`src/rtl/wkgen_pkg.sv`:
```
package wkgen_pkg;
  localparam int WORD_W   = 32;
  localparam int ADDR_W   = 12;
  localparam int MODE_BIT = 5;

  typedef enum logic [1:0] {
    RGN_CPU0 = 2'd0,
    RGN_CPU1 = 2'd1,
    RGN_MODE = 2'd2,
    RGN_NONE = 2'd3
  } region_e;
endpackage

```
`src/rtl/wkgen_addr_dec.sv`:
```
module wkgen_addr_dec
  import wkgen_pkg::*;
#(
  parameter int NUM_BANKS = 5,
  localparam int IDX_W = (NUM_BANKS > 1) ? $clog2(NUM_BANKS) : 1
) (
  input  logic [ADDR_W-1:0] addr,
  input  logic              wr,
  output region_e           region,
  output logic              hit,
  output logic [IDX_W-1:0]  idx,
  output logic [1:0]        cpu_wr,
  output logic              mode_wr
);
  logic aligned;
  logic idx_ok;
  logic mode_ok;

  assign aligned = (addr[1:0] == 2'b00);
  assign idx_ok  = ({24'b0, addr[9:2]} < 32'(NUM_BANKS));
  assign mode_ok = (addr[9:0] == 10'd0);
  assign region  = region_e'(addr[11:10]);
  assign idx     = addr[2 +: IDX_W];

  always_comb begin
    hit = 1'b0;
    unique case (region)
      RGN_CPU0, RGN_CPU1: hit = aligned && idx_ok;
      RGN_MODE:           hit = mode_ok;
      default:            hit = 1'b0;
    endcase
  end

  assign cpu_wr[0] = wr && hit && (region == RGN_CPU0);
  assign cpu_wr[1] = wr && hit && (region == RGN_CPU1);
  assign mode_wr   = wr && hit && (region == RGN_MODE);
endmodule

```
`src/rtl/wkgen_enable_bank.sv`:
```
module wkgen_enable_bank
  import wkgen_pkg::*;
#(
  parameter int NUM_BANKS = 5,
  localparam int IDX_W = (NUM_BANKS > 1) ? $clog2(NUM_BANKS) : 1,
  localparam int LINES = WORD_W * NUM_BANKS
) (
  input  logic              clk,
  input  logic              rst,
  input  logic              wr_en,
  input  logic [IDX_W-1:0]  idx,
  input  logic [WORD_W-1:0] wdata,
  output logic [WORD_W-1:0] rd_word,
  output logic [LINES-1:0]  en_flat
);
  logic [WORD_W-1:0] words [NUM_BANKS];

  for (genvar b = 0; b < NUM_BANKS; b++) begin : g_word
    always_ff @(posedge clk) begin
      if (rst) begin
        words[b] <= '0;
      end else if (wr_en && (idx == IDX_W'(b))) begin
        words[b] <= wdata;
      end
    end
    assign en_flat[b*WORD_W +: WORD_W] = words[b];
  end

  always_comb begin
    rd_word = '0;
    if (int'(idx) < NUM_BANKS) rd_word = words[idx];
  end
endmodule

```
`src/rtl/wkgen_polarity.sv`:
```
module wkgen_polarity #(
  parameter int LINES = 160,
  parameter int PIN_A = 7,
  parameter int PIN_B = 119
) (
  input  logic             clk,
  input  logic             rst,
  input  logic [LINES-1:0] irq_in,
  output logic [LINES-1:0] corr,
  output logic [LINES-1:0] irq_out
);
  for (genvar i = 0; i < LINES; i++) begin : g_line
    if (i == PIN_A || i == PIN_B) begin : g_inv
      assign corr[i] = ~irq_in[i];
    end else begin : g_pass
      assign corr[i] = irq_in[i];
    end
  end

  always_ff @(posedge clk) begin
    if (rst) irq_out <= '0;
    else     irq_out <= corr;
  end
endmodule

```
`src/rtl/wkgen_wake_reduce.sv`:
```
module wkgen_wake_reduce #(
  parameter int LINES = 160
) (
  input  logic             clk,
  input  logic             rst,
  input  logic [LINES-1:0] lines,
  input  logic [LINES-1:0] en0,
  input  logic [LINES-1:0] en1,
  input  logic             indep,
  output logic [1:0]       wake
);
  logic hit0;
  logic hit1;

  assign hit0 = |(lines & en0);
  assign hit1 = |(lines & en1);

  always_ff @(posedge clk) begin
    if (rst) begin
      wake <= 2'b00;
    end else if (indep) begin
      wake <= {hit1, hit0};
    end else begin
      wake <= {2{hit0 | hit1}};
    end
  end
endmodule

```
`src/rtl/wkgen_top.sv`:
```
module wkgen_top
  import wkgen_pkg::*;
#(
  parameter int NUM_BANKS = 5,
  parameter int EXT_PIN_A = 7,
  parameter int EXT_PIN_B = 119,
  localparam int LINES = WORD_W * NUM_BANKS,
  localparam int IDX_W = (NUM_BANKS > 1) ? $clog2(NUM_BANKS) : 1
) (
  input  logic              clk,
  input  logic              rst,
  input  logic              bus_wr,
  input  logic              bus_rd,
  input  logic [ADDR_W-1:0] bus_addr,
  input  logic [WORD_W-1:0] bus_wdata,
  output logic [WORD_W-1:0] bus_rdata,
  input  logic [LINES-1:0]  irq_in,
  output logic [LINES-1:0]  irq_out,
  output logic [1:0]        wake_out
);
  region_e           region;
  logic              hit;
  logic [IDX_W-1:0]  idx;
  logic [1:0]        cpu_wr;
  logic              mode_wr;
  logic              mode_q;
  logic [WORD_W-1:0] rd_word [2];
  logic [LINES-1:0]  en_vec  [2];
  logic [LINES-1:0]  en_cpu0;
  logic [LINES-1:0]  en_cpu1;
  logic [LINES-1:0]  corr;
  logic [WORD_W-1:0] rd_mux;

  wkgen_addr_dec #(.NUM_BANKS(NUM_BANKS)) u_dec (
    .addr(bus_addr), .wr(bus_wr), .region(region), .hit(hit),
    .idx(idx), .cpu_wr(cpu_wr), .mode_wr(mode_wr)
  );

  for (genvar c = 0; c < 2; c++) begin : g_cpu
    wkgen_enable_bank #(.NUM_BANKS(NUM_BANKS)) u_bank (
      .clk(clk), .rst(rst), .wr_en(cpu_wr[c]), .idx(idx),
      .wdata(bus_wdata), .rd_word(rd_word[c]), .en_flat(en_vec[c])
    );
  end

  assign en_cpu0 = en_vec[0];
  assign en_cpu1 = en_vec[1];

  always_ff @(posedge clk) begin
    if (rst)          mode_q <= 1'b0;
    else if (mode_wr) mode_q <= bus_wdata[MODE_BIT];
  end

  wkgen_polarity #(.LINES(LINES), .PIN_A(EXT_PIN_A), .PIN_B(EXT_PIN_B)) u_pol (
    .clk(clk), .rst(rst), .irq_in(irq_in), .corr(corr), .irq_out(irq_out)
  );

  wkgen_wake_reduce #(.LINES(LINES)) u_wake (
    .clk(clk), .rst(rst), .lines(corr), .en0(en_cpu0), .en1(en_cpu1),
    .indep(mode_q), .wake(wake_out)
  );

  always_comb begin
    rd_mux = '0;
    if (hit) begin
      unique case (region)
        RGN_CPU0: rd_mux = rd_word[0];
        RGN_CPU1: rd_mux = rd_word[1];
        RGN_MODE: rd_mux[MODE_BIT] = mode_q;
        default:  rd_mux = '0;
      endcase
    end
  end

  always_ff @(posedge clk) begin
    if (rst)         bus_rdata <= '0;
    else if (bus_rd) bus_rdata <= rd_mux;
    else             bus_rdata <= '0;
  end
endmodule

```
`config.mk`:
```
export PLATFORM = sky130hd
export DESIGN_NAME = wkgen_top
export DESIGN_NICKNAME = d
export VERILOG_FILES = /design/src/rtl/wkgen_pkg.sv /design/src/rtl/wkgen_addr_dec.sv /design/src/rtl/wkgen_enable_bank.sv /design/src/rtl/wkgen_polarity.sv /design/src/rtl/wkgen_wake_reduce.sv /design/src/rtl/wkgen_top.sv
export SDC_FILE = /design/constraint.sdc
export NUM_CORES = 1
export LEC_CHECK = 0
export ABC_AREA = 1
export BUFFER_PORTS_ARGS = -buffer_cell sky130_fd_sc_hd__buf_4
export CORE_MARGIN = 4
export CORE_UTILIZATION = 56
export DETAILED_ROUTE_END_ITERATION = 8
export GPL_ROUTABILITY_DRIVEN = 0
export PLACE_DENSITY_LB_ADDON = 0.15
export SETUP_SLACK_MARGIN = 0.15
export SLEW_MARGIN = 0
export SYNTH_ARGS = -nofsm -noshare
export SYNTH_HDL_FRONTEND = slang
export SYNTH_SLANG_ARGS = --single-unit
export TNS_END_PERCENT = 100
```
`constraint.sdc`:
```
create_clock -name clk -period 5.5 [get_ports clk]
set_input_delay 0.55 -clock clk [delete_from_list [all_inputs] [get_ports clk]]
set_output_delay 0.55 -clock clk [all_outputs]
set_load 0.03 [all_outputs]
```
# Yosys cells after proc, flatten, opt, wreduce, memory -nomap -nowiden
# Memory sizes are Yosys's and may differ from the RTL's.
# Index checks and enable logic that the tools add are counted.
# W data, S select, Z words.
[totals]
reg_bits = 195
ramBits = 320
input_bits = 208
memories = 2
[classes]
n_lt_le_gt_ge = 2
eq_ne = 6
mux = 49
bitwise_logic = 17
n_reduce_logical = 23
[memory_table]
columns = ["name", "words", "width", "rd", "rd_clocked_by_memory_dff", "wr", "line_no", "rtl"]
rows = [
  ["g_cpu[0].u_bank.words", 5, 32, 6, 0, 5, "wkgen_enable_bank.sv:16", "logic [WORD_W-1:0] words [NUM_BANKS];"],
  ["g_cpu[1].u_bank.words", 5, 32, 6, 0, 5, "wkgen_enable_bank.sv:16", ""],
]
[op_table]
columns = ["cell", "n"]
rows = [
  ["$mux W32", 12],
  ["$and A160 B160 Y160", 2],
  ["$reduce_or A160 Y1", 2],
  ["$pmux W26 S2", 1],
  ["$mux W1", 32],
  ["$logic_and A1 B1 Y1", 15],
  ["$or A1 B1 Y1", 11],
  ["$logic_not A10 Y1", 1],
  ["$pmux W5 S2", 1],
  ["$lt A8 B3 Y1 const B", 1],
  ["$eq A3 B2 Y1 const B", 2],
  ["$logic_not A2 Y1", 2],
  ["$not A1 Y1", 4],
  ["$eq A3 B1 Y1 const B", 1],
  ["$eq A3 B3 Y1 const B", 1],
  ["$logic_not A3 Y1", 1],
  ["$lt A3 B3 Y1 const B", 1],
  ["$pmux W1 S3", 1],
  ["$reduce_or A3 Y1", 1],
  ["$eq A2 B1 Y1 const B", 1],
  ["$eq A2 B2 Y1 const B", 1],
  ["$mux W2", 1],
  ["$pmux W1 S2", 1],
  ["$reduce_or A2 Y1", 1],
]

# Depth between registers and ports, before layout
[depth]
ltp_word = 10
ltp_mapped = 11
mapped_depth_nobuf = 11

# Cells and area by module
# A second synthesis with hierarchy kept.
[hier_totals]
hier_cells = 3068
area_unflattened_um2 = 24053.1
[modules_own_cells]
columns = ["mod", "instances", "cells_per_inst", "area_each_um2", "seq_area_each_um2"]
rows = [
  ["wkgen_enable_bank", 2, 805, 7278.2, 4804.6],
  ["wkgen_polarity", 1, 656, 5749.3, 3203.1],
  ["wkgen_wake_reduce", 1, 622, 2401.1, 40.0],
  ["wkgen_top", 1, 152, 1197.4, 660.6],
  ["wkgen_addr_dec", 1, 28, 148.9, 0.0],
]

# Worst setup path after synthesis
# Ideal clock, no wire load.
[synth_timing]
kind = "input-to-reg"
from = "in bus_addr[4]"
to = "mem g_cpu[1].u_bank.words[0][0] (enable)"
setup_time_ns = 0.466
arrival_ns = 3.693
required_time_ns = 5.034
slack_ns = 1.341
path_stages = 8
path_buffers = 1
path_cell_list = "buf_2 -> inv_2 -> nand2_2 -> o22ai_2 -> nand3_2 -> nor2_4 -> inv_1 -> o21ai_0"
[synth_lines]
columns = ["element", "line_no", "rtl"]
rows = [
  ["start: declaration", "wkgen_top.sv:14", "input logic [ADDR_W-1:0] bus_addr,"],
  ["end: declaration", "wkgen_enable_bank.sv:16", ""],
]

==> results.cfg <==
[worst_setup_path]
rr_worst_depth = 10
critPathTopFamily = buffers and inverters
worstSetupPathType = input port to register
crit_fanout = 49
end_kind = register
path_buf_inv = 4
crit_slowest_cell = o21ai_2
start_kind = input port
path_cells = buf_4 -> inv_2 -> nand2_2 -> o22ai_2 -> nand3_2 -> inv_2 -> nand2_2 -> o21ai_2 -> buf_12
critPathMaxStageDelay_ns = 0.98
path_depth = 9
crit_arrival_ns = 3.63
crit_required_ns = 5.80

[cts]
htree_levels = 2
numClockSinks = 515
clock_path_buffers = 3
numCtsBuffers = 52
cts_tree = built
cts_hold_buf = 0
cts_root_buffer = clkbuf_16
cts_resized = 0
clk_pin_slew_ns = 0.06
worstSkewPairLatency_ns = 0.60
post_cts_buffers = 0

[sta]
slew_violations = 0
maxSlewHeadroom = 0.1643
fin_crit_sh = 0.6053
hold_violations = 0
min_period_ns = 3.329
rsz0062_at_grt = no
setup_slack_ns = 2.171
max_freq_mhz = 300.4
finalSetupViolCount = 0
finClkSkew_ns = 0.02134
fin_tns_setup_ns = 0
worst_pin_slew_ns = 1.254

[floorplan]
core-area_sq_um = 37840
design.die.area_sq_um = 41730
rows = 71
die_y_um = 204.3
start_util = 0.5702
die_w_um = 204.3
io_pins = 402

[logic_synthesis]
synth_seq_area_share = 0.6263
syn_inst = 2412
synth_edf_count = 320
syn_area_per_cell_sq_um = 8.946
syn_area_sq_um = 21580
ys_top_cells_by_area = edfxtp_1, dfxtp_1, nor2_1
syn-num-nets = 2620
synth_area_leader_cell = edfxtp_1
synth_top_flop_cell = edfxtp_1
yosys.cell_types.count = 30
synthArstFlopShare = 0
ys_warn_count = 0
synth_seq_cells = 515
synth_top_area_frac = 0.4453

[global_route]
grt_pass1_vias = 18170
grt-ovfl-total = 0
grt_max_degree = 67
grt.total_usage = 0.3339
antenna_found_initial = 2
grt_first_pass_wirelength_um = 104500

[status]
status = completed

[final_layout]
fillers = 2966
fin_nets = 3000
drive_gt1_frac = 0.1883
syn_to_final_growth_pct = 23.89

[drt]
drt-initial-drc-count = 2321
vias_per_cell = 5.557
drcViolationCount = 0
vias = 18600
drtAntennaViolNets = 0
avgRoutedWirePerCell_um = 21.48
first_pass_iters = 6
wirelength_um = 71920

[power]
power_leakage_uw = 0.01217
powerDensity_nw_per_um2 = 336.7
ir_drop_uv = 372.7

[job]
cap_violations = 0

[min_path]
hp-class = input port to register
holdPathStages = 3

[place]
dp_hpwl_um = 52040
port_buffers = 401
pre_cts_ws_ns = 1.657
## layer usage
metal	vias up	GRT usage	share of wire
met3	297	0.05903	0.11
li1	8482	-	-
met4	0	0.2319	0.079
met1	8569	0.3866	0.33
met5	-	0	0
met2	1256	0.5644	0.48
## cell families after synthesis
kind of cell	count (synthesis)	synth area share
simple gates	1295	0.2331
flops	515	0.6263
buf+inv	353	0.06825
compound gates	249	0.07237
## cell type report
type / instances / area [sq um] / area share
Multi-Input combinational cell: 1544 / 6621 / 0.2477
Antenna cell: 1 / 2.502 / 0.00009361
Timing Repair Buffer: 422 / 3181 / 0.1190
Clock inverter: 16 / 136.4 / 0.005102
Tap cell: 511 / 639.4 / 0.02392
Sequential cell: 515 / 13510 / 0.5055
Inverter: 257 / 969.7 / 0.03627
Clock buffer: 82 / 1669 / 0.06244
## Yosys cell counts (13+ instances only)
library cell / n
inv_1: 219
clkinv_1: 33
a22oi_1: 92
o21ai_1: 32
clkbuf_1: 53
nor2_1: 630
buf_2: 24
o21ai_0: 25
o221ai_1: 13
buf_6: 15
edfxtp_1: 320
a21oi_1: 75
nand2_1: 611
nand3_1: 28
dfxtp_1: 195
## where the power goes
group,internal [uW],switching (uW)
sequential,4280,91.7
combinational,315,640
clock,2180,1500
## worst reg2reg max path: stages, from the launching register on
cell,delay (ns)
edfxtp_1,0.44
nand2_1,0.10
nand2_1,0.05
nor2_1,0.26
nand2_1,0.14
nor2_1,0.33
nand3_1,0.16
nor2_1,0.11
nand2_1,0.07
a21oi_1,0.28
nor2_1,0.07
## metrics by stage
step                hold WS, ns  power, uW  utilization  std cells  cell area (sq um)
CTS                      0.1598       8998       0.7063       3347              26730
global route             0.1879       9240       0.7064       3348              26730
detailed placement       0.5696       5385       0.6586       3249              24920
finish                   0.1706       9001       0.7064       3348              26730
global placement         0.5609       5363       0.6586       3249              24920
floorplan                0.4645       4910            -       2412              21580
## state kept, by name, indices dropped and copies added (netlist names)
register / count
g_cpu.u_bank.words: 320
bus_rdata: 32
u_pol.irq_out: 160
u_wake.wake: 2
mode_q: 1
## layout by cell type, fill, tap and decap left out, types with 4 or more instances in the layout
| master | n |
|---|---|
| o21ai_2 | 4 |
| clkbuf_1 | 9 |
| clkinv_2 | 9 |
| o211ai_1 | 9 |
| nor3_1 | 4 |
| inv_1 | 219 |
| edfxtp_1 | 320 |
| dfxtp_1 | 195 |
| a21oi_1 | 75 |
| inv_2 | 4 |
| nand3_4 | 5 |
| buf_4 | 421 |
| nand3_1 | 28 |
| o21ai_1 | 32 |
| o221ai_1 | 13 |
| nor2_1 | 630 |
| o21ai_0 | 21 |
| clkbuf_8 | 17 |
| nand2_1 | 611 |
| clkbuf_16 | 56 |
| clkinv_1 | 35 |
| a22oi_1 | 92 |
| nand4_1 | 6 |
| nor2_4 | 4 |
## path summary, 6_finish.rpt
kind / from / end / slack, ns
setup / recovery: bus_addr[4] / g_cpu[0].u_bank.words[0][4]$_SDFFCE_PN0P_ / 2.17
hold / removal: irq_in[89] / u_pol.irq_out[89]$_SDFF_PP0_ / 0.17
setup reg to reg: g_cpu[1].u_bank.words[3][5]$_SDFFCE_PN0P_ / u_wake.wake[0]$_SDFF_PP0_ / 3.33
hold reg to reg: mode_q$_SDFFE_PP0P_ / mode_q$_SDFFE_PP0P_ / 0.59
(Power assumes the default switching activity.)
